$ cat config.mk
export PLATFORM = sky130hd
export DESIGN_NAME = dbg_seq
export DESIGN_NICKNAME = d
export VERILOG_FILES = /design/src/rtl/dbg_seq_pkg.sv /design/src/rtl/dbg_seq_arb.sv /design/src/rtl/dbg_seq_route.sv /design/src/rtl/dbg_seq.sv
export SDC_FILE = /design/constraint.sdc
export NUM_CORES = 1
export LEC_CHECK = 0
export ABC_AREA = 1
export CAP_MARGIN = 20
export CORE_MARGIN = 2
export CORE_UTILIZATION = 38
export CTS_CLUSTER_DIAMETER = 60
export DETAILED_ROUTE_END_ITERATION = 6
export PLACE_DENSITY = 0.82
export REMOVE_ABC_BUFFERS = 1
export SYNTH_ARGS = -nofsm -noshare
export SYNTH_HDL_FRONTEND = slang
export SYNTH_HIERARCHICAL = 1
export SYNTH_SLANG_ARGS = --single-unit
$ cat constraint.sdc
create_clock -name clk_i -period 5.3 [get_ports clk_i]
set_clock_uncertainty 0.1 [all_clocks]
set_input_delay 1.06 -clock clk_i [delete_from_list [all_inputs] [get_ports clk_i]]
set_output_delay 1.06 -clock clk_i [all_outputs]
set_load 0.02 [all_outputs]
$ cat src/rtl/dbg_seq_pkg.sv
package dbg_seq_pkg;
  typedef enum logic [2:0] {
    ST_IDLE  = 3'd0,
    ST_ONE   = 3'd1,
    ST_TWO   = 3'd2,
    ST_THREE = 3'd3,
    ST_FINAL = 3'd4
  } seq_state_e;

  localparam int unsigned NMID   = 3;
  localparam int unsigned CODE_W = 2;
endpackage

$ cat src/rtl/dbg_seq_arb.sv
module dbg_seq_arb #(
  parameter int unsigned NCH  = 3,
  localparam int unsigned IDXW = (NCH > 1) ? $clog2(NCH) : 1
) (
  input  logic [NCH-1:0]  req_i,
  output logic            win_valid_o,
  output logic [IDXW-1:0] win_idx_o
);
  // lowest index wins: scan downwards so the last assignment is the lowest
  always_comb begin
    win_valid_o = 1'b0;
    win_idx_o   = '0;
    for (int i = NCH - 1; i >= 0; i--) begin
      if (req_i[i]) begin
        win_valid_o = 1'b1;
        win_idx_o   = IDXW'(i);
      end
    end
  end
endmodule

$ cat src/rtl/dbg_seq_route.sv
module dbg_seq_route
  import dbg_seq_pkg::*;
#(
  parameter int unsigned NCH  = 3,
  localparam int unsigned IDXW = (NCH > 1) ? $clog2(NCH) : 1,
  localparam int unsigned NENT = NMID * NCH
) (
  input  seq_state_e           cur_i,
  input  logic                 win_valid_i,
  input  logic [IDXW-1:0]      win_idx_i,
  input  logic [NENT*CODE_W-1:0] code_i,
  input  logic [NENT-1:0]      fin_i,
  output seq_state_e           dest_o
);
  logic [NENT-1:0]   hit_ent;
  logic [CODE_W-1:0] masked [NENT];
  logic [CODE_W-1:0] code_sel;
  logic              fin_sel;

  for (genvar s = 0; s < NMID; s++) begin : g_state
    for (genvar c = 0; c < NCH; c++) begin : g_chan
      assign hit_ent[s*NCH+c] = win_valid_i
                              && (cur_i == seq_state_e'(3'(s + 1)))
                              && (win_idx_i == IDXW'(c));
      assign masked[s*NCH+c]  = code_i[(s*NCH+c)*CODE_W +: CODE_W]
                              & {CODE_W{hit_ent[s*NCH+c]}};
    end
  end

  always_comb begin
    code_sel = '0;
    for (int k = 0; k < NENT; k++) code_sel |= masked[k];
  end

  assign fin_sel = |(hit_ent & fin_i);

  always_comb begin
    if (fin_sel)                dest_o = ST_FINAL;
    else if (code_sel != 2'b00) dest_o = seq_state_e'({1'b0, code_sel});
    else                        dest_o = cur_i;
  end
endmodule

$ cat src/rtl/dbg_seq.sv
module dbg_seq
  import dbg_seq_pkg::*;
#(
  parameter int unsigned NCH = 3,
  localparam int unsigned IDXW = (NCH > 1) ? $clog2(NCH) : 1,
  localparam int unsigned NENT = NMID * NCH
) (
  input  logic                   clk_i,
  input  logic                   rst_ni,
  input  logic                   arm_set_i,
  input  logic                   arm_clr_i,
  input  logic                   sw_trig_i,
  input  logic [NCH-1:0]         force_hit_i,
  input  logic [NCH-1:0]         tag_hit_i,
  input  logic [NCH-1:0]         brk_en_i,
  input  logic [NENT*CODE_W-1:0] nxt_code_i,
  input  logic [NENT-1:0]        nxt_fin_i,
  input  logic                   trace_align_i,
  output logic [2:0]             state_o,
  output logic                   trace_trig_o,
  output logic                   brk_req_o,
  output logic                   armed_o
);
  seq_state_e      st_q, st_d, route_dest;
  logic [NCH-1:0]  hit, seq_req, brk_hit;
  logic            win_valid;
  logic [IDXW-1:0] win_idx;
  logic            mid_act;
  logic            trig_q, trig_d, brk_q, brk_d;

  for (genvar c = 0; c < NCH; c++) begin : g_ch
    assign hit[c]     = force_hit_i[c] | tag_hit_i[c];
    assign brk_hit[c] = hit[c] & brk_en_i[c];
    assign seq_req[c] = hit[c] & ~brk_en_i[c];
  end

  dbg_seq_arb #(.NCH(NCH)) u_arb (
    .req_i       (seq_req),
    .win_valid_o (win_valid),
    .win_idx_o   (win_idx)
  );

  dbg_seq_route #(.NCH(NCH)) u_route (
    .cur_i       (st_q),
    .win_valid_i (win_valid),
    .win_idx_i   (win_idx),
    .code_i      (nxt_code_i),
    .fin_i       (nxt_fin_i),
    .dest_o      (route_dest)
  );

  assign mid_act = (st_q == ST_ONE) || (st_q == ST_TWO) || (st_q == ST_THREE);

  always_comb begin
    st_d = st_q;
    case (st_q)
      ST_IDLE:  if (arm_set_i) st_d = ST_ONE;
      ST_ONE, ST_TWO, ST_THREE:
                st_d = sw_trig_i ? ST_FINAL : route_dest;
      ST_FINAL: st_d = ST_IDLE;
      default:  st_d = ST_IDLE;
    endcase
    if (arm_clr_i) st_d = ST_IDLE;
  end

  // trace trigger on entry (align low) or on the following cycle (align high)
  assign trig_d = trace_align_i ? (st_q == ST_FINAL)
                                : (st_d == ST_FINAL && st_q != ST_FINAL);
  assign brk_d  = mid_act && (|brk_hit);

  always_ff @(posedge clk_i or negedge rst_ni) begin
    if (!rst_ni) begin
      st_q   <= ST_IDLE;
      trig_q <= 1'b0;
      brk_q  <= 1'b0;
    end else begin
      st_q   <= st_d;
      trig_q <= trig_d;
      brk_q  <= brk_d;
    end
  end

  assign state_o      = st_q;
  assign armed_o      = (st_q != ST_IDLE);
  assign trace_trig_o = trig_q;
  assign brk_req_o    = brk_q;
endmodule

# [Yosys cells after proc, flatten, opt, wreduce, memory -nomap -nowiden]
# Index checks and enable logic that the tools add are counted.
[classes] n_mux=13 reduce_logical=23 n_eq_ne=8 n_bitwise=30
[ops] cell="$and 2x2->2" n=9
[ops] cell="$or 2x2->2" n=8
[ops] cell="$mux 3" n=5
[ops] cell="$logic_and 1x1->1" n=14
[ops] cell="$and 9x9->9" n=1
[ops] cell="$reduce_or 9->1" n=1
[ops] cell="$and 1x1->1" n=6
[ops] cell="$eq 3x2->1 const B" n=2
[ops] cell="$eq 3x3->1 const B" n=2
[ops] cell="$mux 2" n=3
[ops] cell="$pmux 3 s2" n=1
[ops] cell="$reduce_or 3->1" n=2
[ops] cell="$mux 1" n=4
[ops] cell="$eq 3x1->1 const B" n=1
[ops] cell="$logic_not 3->1" n=1
[ops] cell="$ne 3x3->1 const B" n=1
[ops] cell="$not 1->1" n=3
[ops] cell="$or 1x1->1" n=3
[ops] cell="$reduce_bool 3->1" n=1
[ops] cell="$eq 2x1->1 const B" n=1
[ops] cell="$eq 2x2->1 const B" n=1
[ops] cell="$logic_not 2->1" n=1
[ops] cell="$logic_or 1x1->1" n=2
[ops] cell="$reduce_bool 2->1" n=1
[totals] out_inout_bits=6 word_cells=77 in_bits=42 reg_bits=5

# [Depth between registers and ports, before layout]
# Gate-level depths: netlist (run 1).
[logic_depth] depth_word=25 depth_mapped=21 mapped_depth_nobuf=21

# [Hierarchy]
# The synthesis (run 1) kept the hierarchy.
[modules_own_cells] mod="dbg_seq_route" cells_per_inst=81 area_per_inst_um2=387.9 instances=1 seq_area_each_um2=0.0
[modules_own_cells] mod="dbg_seq" cells_per_inst=44 area_per_inst_um2=317.8 instances=1 seq_area_each_um2=125.1
[modules_own_cells] mod="dbg_seq_arb" cells_per_inst=7 area_per_inst_um2=31.3 instances=1 seq_area_each_um2=0.0

# [Worst setup path after synthesis (run 1)]
# No wires, ideal clock.
[synth_timing] path_kind="in2reg" start="input port tag_hit_i[1]" end="register trig_q (netlist: trace_trig_o)" arrival_ns=2.486 path_buffers=0 required_ns=5.083 setup_slack_ns=2.597 cell_stages=19 setup_ns=0.117 cell_sequence="nor2_1 -> nor2_1 -> inv_2 -> nor2_1 -> nand2_1 -> inv_1 -> nand3_1 -> nand2_1 -> nor2_1 -> nand2_1 -> nor2_1 -> a21oi_1 -> inv_1 -> nor2_1 -> nand3_1 -> nand2_1 -> nor2_1 -> nand2_1 -> nand2_1"
[synth_via] elab_chain_cells=24 word_cells_on_any_way=49 cone_classes="eq/ne: 3; mux: 10; bitwise: 20; reduce/logical: 16"
[synth_rtl] item="start, declared" line_no="dbg_seq.sv:14" text="input logic [NCH-1:0] tag_hit_i,"
[synth_rtl] item="$or 1x1->1 (*)" line_no="dbg_seq.sv:32" text="assign hit[c] = force_hit_i[c] | tag_hit_i[c];"
[synth_rtl] item="$and 1x1->1 (*)" line_no="dbg_seq.sv:34" text="assign seq_req[c] = hit[c] & ~brk_en_i[c];"
[synth_rtl] item="named net seq_req[1]" line_no="dbg_seq.sv:25" text="logic [NCH-1:0] hit, seq_req, brk_hit;"
[synth_rtl] item="$mux 2 (*) (2 in series)" line_no="dbg_seq_arb.sv:14" text="if (req_i[i]) begin"
[synth_rtl] item="named net win_idx[0]" line_no="dbg_seq.sv:27" text="logic [IDXW-1:0] win_idx;"
[synth_rtl] item="$eq 2x1->1 / $logic_not 2->1 (equally long branches)" line_no="dbg_seq_route.sv:24" text="&& (win_idx_i == IDXW'(c));"
[synth_rtl] item="$logic_and 1x1->1" line_no="dbg_seq_route.sv:24"
[synth_rtl] item="$and 2x2->2" line_no="dbg_seq_route.sv:26" text="& {CODE_W{hit_ent[s*NCH+c]}};"
[synth_rtl] item="[11 not listed]"
[synth_rtl] item="named net route_dest[0]" line_no="dbg_seq.sv:24" text="seq_state_e st_q, st_d, route_dest;"
[synth_rtl] item="$mux 3 (*)" line_no="dbg_seq.sv:59" text="st_d = sw_trig_i ? ST_FINAL : route_dest;"
[synth_rtl] item="$pmux 3 s2 (*)" line_no="dbg_seq.sv:56" text="case (st_q)"
[synth_rtl] item="$mux 3 (*)" line_no="dbg_seq.sv:63" text="if (arm_clr_i) st_d = ST_IDLE;"
[synth_rtl] item="$eq 3x3->1 (*)" line_no="dbg_seq.sv:68" text=": (st_d == ST_FINAL && st_q != ST_FINAL);"
[synth_rtl] item="$logic_and 1x1->1 (*)" line_no="dbg_seq.sv:68"
[synth_rtl] item="$mux 1 (*)" line_no="dbg_seq.sv:67" text="assign trig_d = trace_align_i ? (st_q == ST_FINAL)"
[synth_rtl] item="named net trig_d" line_no="dbg_seq.sv:29" text="logic trig_q, trig_d, brk_q, brk_d;"
[synth_rtl] item="end signal, assigned" line_no="dbg_seq.sv:78" text="trig_q <= trig_d;"
[synth_rtl] item="end, declared" line_no="dbg_seq.sv:29"
# The timed path passes the listed nets; every way through them passes the cells marked *.

# [Final worst setup path (run 1)]
# Same ends and word-level chain as after synthesis.

==> metrics, run 1 <==
status finished, final reports clean; Routed Antenna Nets 0; Crit path buffers/inverters 4; largest net degree at the start of global routing 10; full die area 2310 µm²; Hold-fix buffers, CTS 0; worst skew pair latency 0.24 ns; Syn Inst Count 132; port buffer count 47; post-route setup TNS 0 ns; clock sink count 5; crit path cell chain clkdlybuf4s50_1 > nor2_1 > nor2_1 > inv_2 > nor2_1 > nand2_1 > inv_1 > nand3_1 > nand2_1 > nor2_1 > nand2_1 > nor2_1 > a21oi_1 > inv_1 > nor2_1 > nand3_1 > nand2_1 > nor2_1 > nand2_1 > nand2_1; Worst Max-Slew Pin Slew 0.375 ns; area grow syn2layout 71.6%; vias 1011; Max IR drop VDD 170 µV; Total GRT Usage 21.3%; CP required 5.32 ns; row count 15; commonest non-fill, non-tap cell in the layout clkdlybuf4s50_1; power density cells 123 nW/µm²; highest routed layer met3; class of the most critical hold timing path reg -> reg; kind of critical path in -> reg; DR WL met2 1160 µm; Clock Pin Slew Worst Setup and Hold Paths 0.04 ns; dpl cell area 1240 µm²; crit path max fanout 8; htree depth 1; initial DRC count 24; critical path endpoint category register; vias in the first global route 899; Seq/Total Area, Yosys 17.0%; DIE HEIGHT 48.0 µm; CTS resizes 0; CTS tree built; Fmax achieved 312 MHz; fin. max-slew vios 0; grt total ovfl 0; Final period util 60.5%; Fin. Hold Viols 0; Startpoint Class input pin; Metal-1 WL 981 µm; Critical Path AT 3.23 ns; Max Buffers Root-to-Sink 2; most frequent cells in the layout 47 x clkdlybuf4s50_1, 35 x nand3_1, 23 x nand2_1; Routed WL 2270 µm; Final HPWL DP 1920 µm; WL met3 128 µm; post-route core utilization 70.9%; max-cap violation count 0; Setup Viol. Count Final 0; Worst path max stage delay 0.47 ns; Warnings, synthesis 6; Wirelength per Cell 10.9 µm; initial antenna violation count 0; cell mode on critical path nor2_1; drt pass-1 iters 4; CP top delay family simple AND/OR/NAND/NOR gates; Core ar. 1780 µm²; layout cells sized above 1 12.0%; RD Place Congestion 0.850; Mapped Avg Cell Area 5.58 µm²; library cells used by synthesis 17; n_diodes 0; unrepaired setup endpoints after global routing false; die width 48.0 µm; first-pass GRT wire length 3520 µm; Final Cell Area 1260 µm²; Relative slew margins 75.0%; CP max-delay cell clkdlybuf4s50_1; Tmin final 3.21 ns; Root Driver clkbuf_4; Pleak 0.622 nW; synthesized area 737 µm²; Initial Util 41.3%; Post-CTS Repair Setup Buffers 0; IO Count 48; flops & latches, synth 5; Hold WS 0.550 ns; Num CTS Buffers 3; drt drc 0; vias per inst 4.86; final net count 226
## cells in the mapped netlist, drive strengths merged
cell    number  share of area (%)
nor3         1               0.68
a21oi        4                2.7
nor2        29                 21
o21bai       1                1.0
or2          1               0.85
nand2       28                 17
dfrtp        5                 17
o21ai        3                2.0
inv         22                 11
nand4        1               0.85
nand3       37                 26
## registers in the layout, summed over array words and instances (netlist names)
signal	cells
brk_req_o	1
state_o	3
trace_trig_o	1
## path summary, 6_finish.rpt
kind                                       from                     end  slack, ns  cells past startpoint
max                                tag_hit_i[1]  trace_trig_o$_DFF_PN0_       2.09                     20
min                        state_o[2]$_DFF_PN0_  trace_trig_o$_DFF_PN0_       0.55                      2
max reg2reg                state_o[0]$_DFF_PN0_  trace_trig_o$_DFF_PN0_       3.32                     16
min reg2reg                state_o[2]$_DFF_PN0_  trace_trig_o$_DFF_PN0_       0.55                      2
max in group asynchronous                rst_ni    state_o[0]$_DFF_PN0_       3.96                      1
min in group asynchronous                rst_ni    state_o[2]$_DFF_PN0_       0.94                      1
## where the power goes
group          internal (mW)  leakage (nW)  switching (mW)
Clock                 0.0283        0.0150          0.0138
Combinational         0.0399         0.538          0.0314
Sequential            0.0399        0.0681         0.00202
## layout make-up
class | instances | area (µm²)
clock buffers | 4 | 26.3
well taps | 25 | 31.3
flip-flops and latches | 5 | 125
fillers | 154 | 518
inverters | 22 | 82.6
multi-input cells | 105 | 529
repair buffers | 47 | 470
## metrics by stage
stage | instances | worst slack (ns) | power, mW
4_1_cts | 208 | 2.12 | 0.158
3_3_place_gp | 204 | 1.90 | 0.113
2_1_floorplan | 132 | 2.60 | 0.0716
6_report | 208 | 2.09 | 0.155
3_5_place_dp | 204 | 1.87 | 0.114
5_1_grt | 208 | 1.85 | 0.168
## kinds of logic after synthesis
family | Yosys count | synth area share [%]
flip-flops | 5 | 17.0
AO/OA/AOI/OAI | 8 | 5.77
AND/OR/NAND/NOR | 97 | 66.0
buffers and inverters | 22 | 11.2
## worst register-to-register path: cells and delay by family (launching register included)
kind                   cells  cell delay (ns)
buffers and inverters      2             0.15
AO/OA/AOI/OAI              1             0.13
AND/OR/NAND/NOR           13             1.02
flip-flops                 1             0.47
## routing by layer
metal,global-route usage [%],vias to the layer above
li1,-,534
met1,25.7,436
met2,40.5,41
met3,4.53,0
met4,0,0
met5,0,-
Note: power is estimated with default switching activity, not from simulation.
==> run 2, diff against run 1 <==
--- a/config.mk
+++ b/config.mk
@@ -8,10 +8,10 @@
 export ABC_AREA = 1
 export CAP_MARGIN = 20
 export CORE_MARGIN = 2
-export CORE_UTILIZATION = 38
+export CORE_UTILIZATION = 36
 export CTS_CLUSTER_DIAMETER = 60
 export DETAILED_ROUTE_END_ITERATION = 6
-export PLACE_DENSITY = 0.82
+export PLACE_DENSITY = 0.78
 export REMOVE_ABC_BUFFERS = 1
 export SYNTH_ARGS = -nofsm -noshare
 export SYNTH_HDL_FRONTEND = slang
==> constraint.sdc (replaced) <==
create_clock -name clk_i -period 3.37 [get_ports clk_i]
set_clock_uncertainty 0.1 [all_clocks]
set_input_delay 0.674 -clock clk_i [delete_from_list [all_inputs] [get_ports clk_i]]
set_output_delay 0.674 -clock clk_i [all_outputs]
set_load 0.02 [all_outputs]
==> metrics, run 2 (synthesis gave the netlist of run 1 again) <==
IO Count 48; layout cells sized above 1 12.0%; initial antenna violation count 0; post-route setup TNS 0 ns; Hold-fix buffers, CTS 0; area grow syn2layout 72.0%; clock sink count 5; full die area 2430 µm²; Logic pwr share 45.5%; Sw Pwr 0.0755 mW; status finished, final reports clean; Fin. Hold Viols 0; PnR worst setup slack 0.537 ns; Max Buffers Root-to-Sink 2; Final period util 84.1%; Tmin final 2.83 ns; Critical Path AT 2.86 ns; max-cap violation count 0; CTS resizes 0; Sw Share 30.7%; CTS tree built; kind of critical path in -> reg; htree depth 1; Reg power frac 26.9%; drt drc 0; class of the most critical hold timing path reg -> reg; vias per inst 4.91; Final HPWL DP 1850 µm; Core ar. 1940 µm²; Startpoint Class input pin; Multi-input gate area 529 µm²; worst skew pair latency 0.24 ns; grt total ovfl 0; CP required 3.40 ns; Hold WS 0.544 ns; drt pass-1 iters 5; Post-CTS Repair Setup Buffers 0; Routed Antenna Nets 0; Overall Power 0.246 mW; Final Cell Area 1270 µm²; Initial Util 38.0%; power share of the clock group 27.7%; Worst Max-Slew Pin Slew 0.382 ns; commonest non-fill, non-tap cell in the layout clkdlybuf4s50_1; non-filler cells, final 210; RD Place Congestion 0.780; Max IR drop VDD 191 µV; power density cells 194 nW/µm²; n_diodes 0; row count 16; Setup Viol. Count Final 0; vias in the first global route 958; setup slack at placement 0.278 ns; post-route core utilization 65.3%; Total GRT Usage 18.9%; max FFs per register 3; Clock Pin Slew Worst Setup and Hold Paths 0.04 ns; Seq. cell area 125 µm²; Pleak 0.622 nW; DIE HEIGHT 49.2 µm; P_int 0.170 mW; Fill cells 190; Post-Place Cells 206; Num CTS Buffers 3; unrepaired setup endpoints after global routing false; fin. max-slew vios 0; Root Driver clkbuf_4; largest net degree at the start of global routing 10; Relative slew margins 74.5%; port buffer count 47; Routed WL 2190 µm; most frequent cells in the layout 47 x clkdlybuf4s50_1, 35 x nand3_1, 23 x nand2_1; Fmax achieved 353 MHz; die width 49.2 µm; first-pass GRT wire length 3720 µm; final net count 226; crit path max fanout 8; Wirelength per Cell 10.4 µm; vias 1032; dpl cell area 1240 µm²; critical path endpoint category register; initial DRC count 25
run 2: worst max-delay path, cell delays in order:
cell and delay (ns):
clkdlybuf4s50_1 0.47, nor2_1 0.05, nor2_1 0.16, inv_2 0.06, nor2_1 0.21, nand2_1 0.11
inv_1 0.22, nand3_1 0.14, nand2_1 0.09, nor2_1 0.04, nand2_1 0.06, nor2_1 0.04
a21oi_1 0.13, inv_1 0.05, nor2_1 0.07, nand3_1 0.09, nand2_1 0.07, nor2_1 0.04
nand2_1 0.05, nand2_1 0.04
run 2: area by class of cell:
class                      count  area share, %
tap                           27           2.67
clock buffer                   4           2.07
timing repair buffer          47           37.1
sequential                     5           9.87
multi-input combinational    105           41.8
inverter                      22           6.52
run 2: final timing paths:
check                                startpoint                     end  slack, ns  cells past startpoint
max                                tag_hit_i[1]  trace_trig_o$_DFF_PN0_       0.54                     20
min                        state_o[2]$_DFF_PN0_  trace_trig_o$_DFF_PN0_       0.54                      2
max reg2reg                state_o[2]$_DFF_PN0_  trace_trig_o$_DFF_PN0_       1.40                     16
min reg2reg                state_o[2]$_DFF_PN0_  trace_trig_o$_DFF_PN0_       0.54                      2
max in group asynchronous                rst_ni     brk_req_o$_DFF_PN0_       2.43                      1
min in group asynchronous                rst_ni    state_o[0]$_DFF_PN0_       0.55                      1
run 2: per-layer routing:
layer | vias up | share of wire [%] | global-route usage (%) | wire length, µm
li1 | 527 | - | - | -
met1 | 459 | 40 | 21.8 | 870
met2 | 46 | 53 | 35.8 | 1170
met3 | 0 | 6.7 | 3.99 | 147
met4 | 0 | 0 | 2.86 | 0
met5 | - | 0 | 0 | 0
run 2: power groups by stage:
| stage | sequential (mW) | combinational [mW] | clock [mW] |
|---|---|---|---|
| after floorplan | 0.0694 | 0.0432 | 0 |
| after global placement | 0.0668 | 0.110 | 0 |
| after detailed placement | 0.0669 | 0.112 | 0 |
| after CTS | 0.0661 | 0.113 | 0.0708 |
| after global routing | 0.0664 | 0.121 | 0.0775 |
| final | 0.0660 | 0.112 | 0.0679 |
==> run 3, diff against run 2 <==
==> constraint.sdc (replaced) <==
create_clock -name clk_i -period 3 [get_ports clk_i]
set_clock_uncertainty 0.1 [all_clocks]
set_input_delay 0.6 -clock clk_i [delete_from_list [all_inputs] [get_ports clk_i]]
set_output_delay 0.6 -clock clk_i [all_outputs]
set_load 0.02 [all_outputs]
==> metrics, run 3 (synthesis gave the netlist of run 1 again) <==
Initial Util 38.0%; port buffer count 47; Multi-input gate area 529 µm²; largest net degree at the start of global routing 10; layout cells sized above 1 12.6%; area grow syn2layout 72.0%; Max Buffers Root-to-Sink 2; worst skew pair latency 0.24 ns; Post-CTS Repair Setup Buffers 0; WL met3 144 µm; Hold-fix buffers, CTS 0; vias in the first global route 958; die width 49.2 µm; Startpoint Class input pin; full die area 2430 µm²; cell mode on critical path nor2_1; r2r startpoint state_o[2]$_DFF_PN0_; CTS tree built; DIE HEIGHT 49.2 µm; RD Place Congestion 0.780; Final HPWL DP 1850 µm; IO Count 48; fin. max-slew vios 0; Fin. Hold Viols 0; Fill cells 190; Root Driver clkbuf_4; vias 1031; DR WL met2 1170 µm; drt drc 0; CTS resizes 0; initial DRC count 25; end of the worst register-to-register path trace_trig_o$_DFF_PN0_; Post-Place Cells 206; first-pass GRT wire length 3720 µm; Clock Pin Slew Worst Setup and Hold Paths 0.04 ns; crit path max fanout 9; Num CTS Buffers 3; Relative slew margins 74.7%; max-cap violation count 0; Metal-1 WL 860 µm; Wirelength per Cell 10.3 µm; crit path cell chain clkdlybuf4s50_1 > nor2_1 > nor2_1 > nand2_2 > nor2_2 > inv_1 > nor2_2 > nand3_1 > nand2_1 > nor2_1 > nand2_1 > nor2_1 > a21oi_1 > inv_1 > nor2_1 > nand3_1 > nand2_1 > nor2_1 > nand2_1 > nand2_1; Routed Antenna Nets 0; vias per inst 4.91; Worst Max-Slew Pin Slew 0.379 ns; Final period util 89.7%; Core ar. 1940 µm²; CP max-delay cell clkdlybuf4s50_1; kind of critical path in -> reg; drt pass-1 iters 4; Pleak 0.620 nW; Worst path max stage delay 0.47 ns; grt total ovfl 0; max FFs per register 3; commonest non-fill, non-tap cell in the layout clkdlybuf4s50_1; critical path endpoint category register; Critical Path AT 2.72 ns; dpl cell area 1240 µm²; Total GRT Usage 18.9%; Fmax achieved 372 MHz; class of the most critical hold timing path in -> async; Setup Viol. Count Final 0; row count 16; r2r setup slk 1.03 ns; CP required 3.03 ns; Max IR drop VDD 214 µV; non-filler cells, final 210; Overall Power 0.276 mW; Critical path origin tag_hit_i[2]; Tmin final 2.69 ns; Routed WL 2170 µm; most frequent cells in the layout 47 x clkdlybuf4s50_1, 35 x nand3_1, 23 x nand2_1; clock sink count 5; power density cells 218 nW/µm²; htree depth 1; n_diodes 0; highest routed layer met3; Worst Reg-to-Reg Cells 16; Hold WS 0.480 ns; Seq. cell area 125 µm²; initial antenna violation count 0; final net count 226; status finished, final reports clean; unrepaired setup endpoints after global routing false; Final Cell Area 1270 µm²
==> run 3: cell types whose count changed in the layout (fill, tap and decap cells not counted) <==
cell	previous run	this run
inv_2	3	4
inv_1	19	18
==> run 3: cell type report <==
class,instances,share of cell area [%]
clock buffer,4,2.07
inverter,22,6.52
multi-input combinational,105,41.8
sequential,5,9.87
tap,27,2.67
timing repair buffer,47,37.1
==> run 3: worst max-delay path: cells and delay by family <==
family | cells | cell delay, ns
AND/OR/NAND/NOR | 16 | 1.39
buffers and inverters | 3 | 0.60
AO/OA/AOI/OAI | 1 | 0.13
==> run 3: worst max-delay path by stage <==
| stage | slack, ns | end | cells past startpoint |
|---|---|---|---|
| 3_3_place_gp | 0.05 | trace_trig_o$_DFF_PN0_ | 20 |
| 4_1_cts | 0.23 | trace_trig_o$_DFF_PN0_ | 20 |
| 5_1_grt | 0.05 | trace_trig_o$_DFF_PN0_ | 21 |
| 3_5_place_dp | -0.02 | trace_trig_o$_DFF_PN0_ | 20 |
| 6_report | 0.31 | trace_trig_o$_DFF_PN0_ | 20 |
| 2_1_floorplan | 0.76 | trace_trig_o$_DFF_PN0_ | 19 |
==> run 3: metal layers <==
| layer | vias to the layer above | track usage [%] |
|---|---|---|
| li1 | 527 | - |
| met1 | 463 | 21.8 |
| met2 | 41 | 35.8 |
| met3 | 0 | 3.99 |
| met4 | 0 | 2.86 |
| met5 | - | 0 |
==> run 3: report_power, final <==
group	internal, mW	switching [mW]
registers	0.0705	0.00355
logic	0.0705	0.0552
clock network	0.0502	0.0261
total	0.191	0.0849
==> run 3: metrics by stage <==
step | worst slack (ns) | TNS, ns | util [%]
global placement | 0.0476 | 0 | 63.9
finish | 0.309 | 0 | 65.3
detailed placement | -0.0181 | -0.0181 | 63.9
floorplan | 0.757 | 0 | -
global route | 0.0456 | 0 | 65.3
CTS | 0.233 | 0 | 65.3
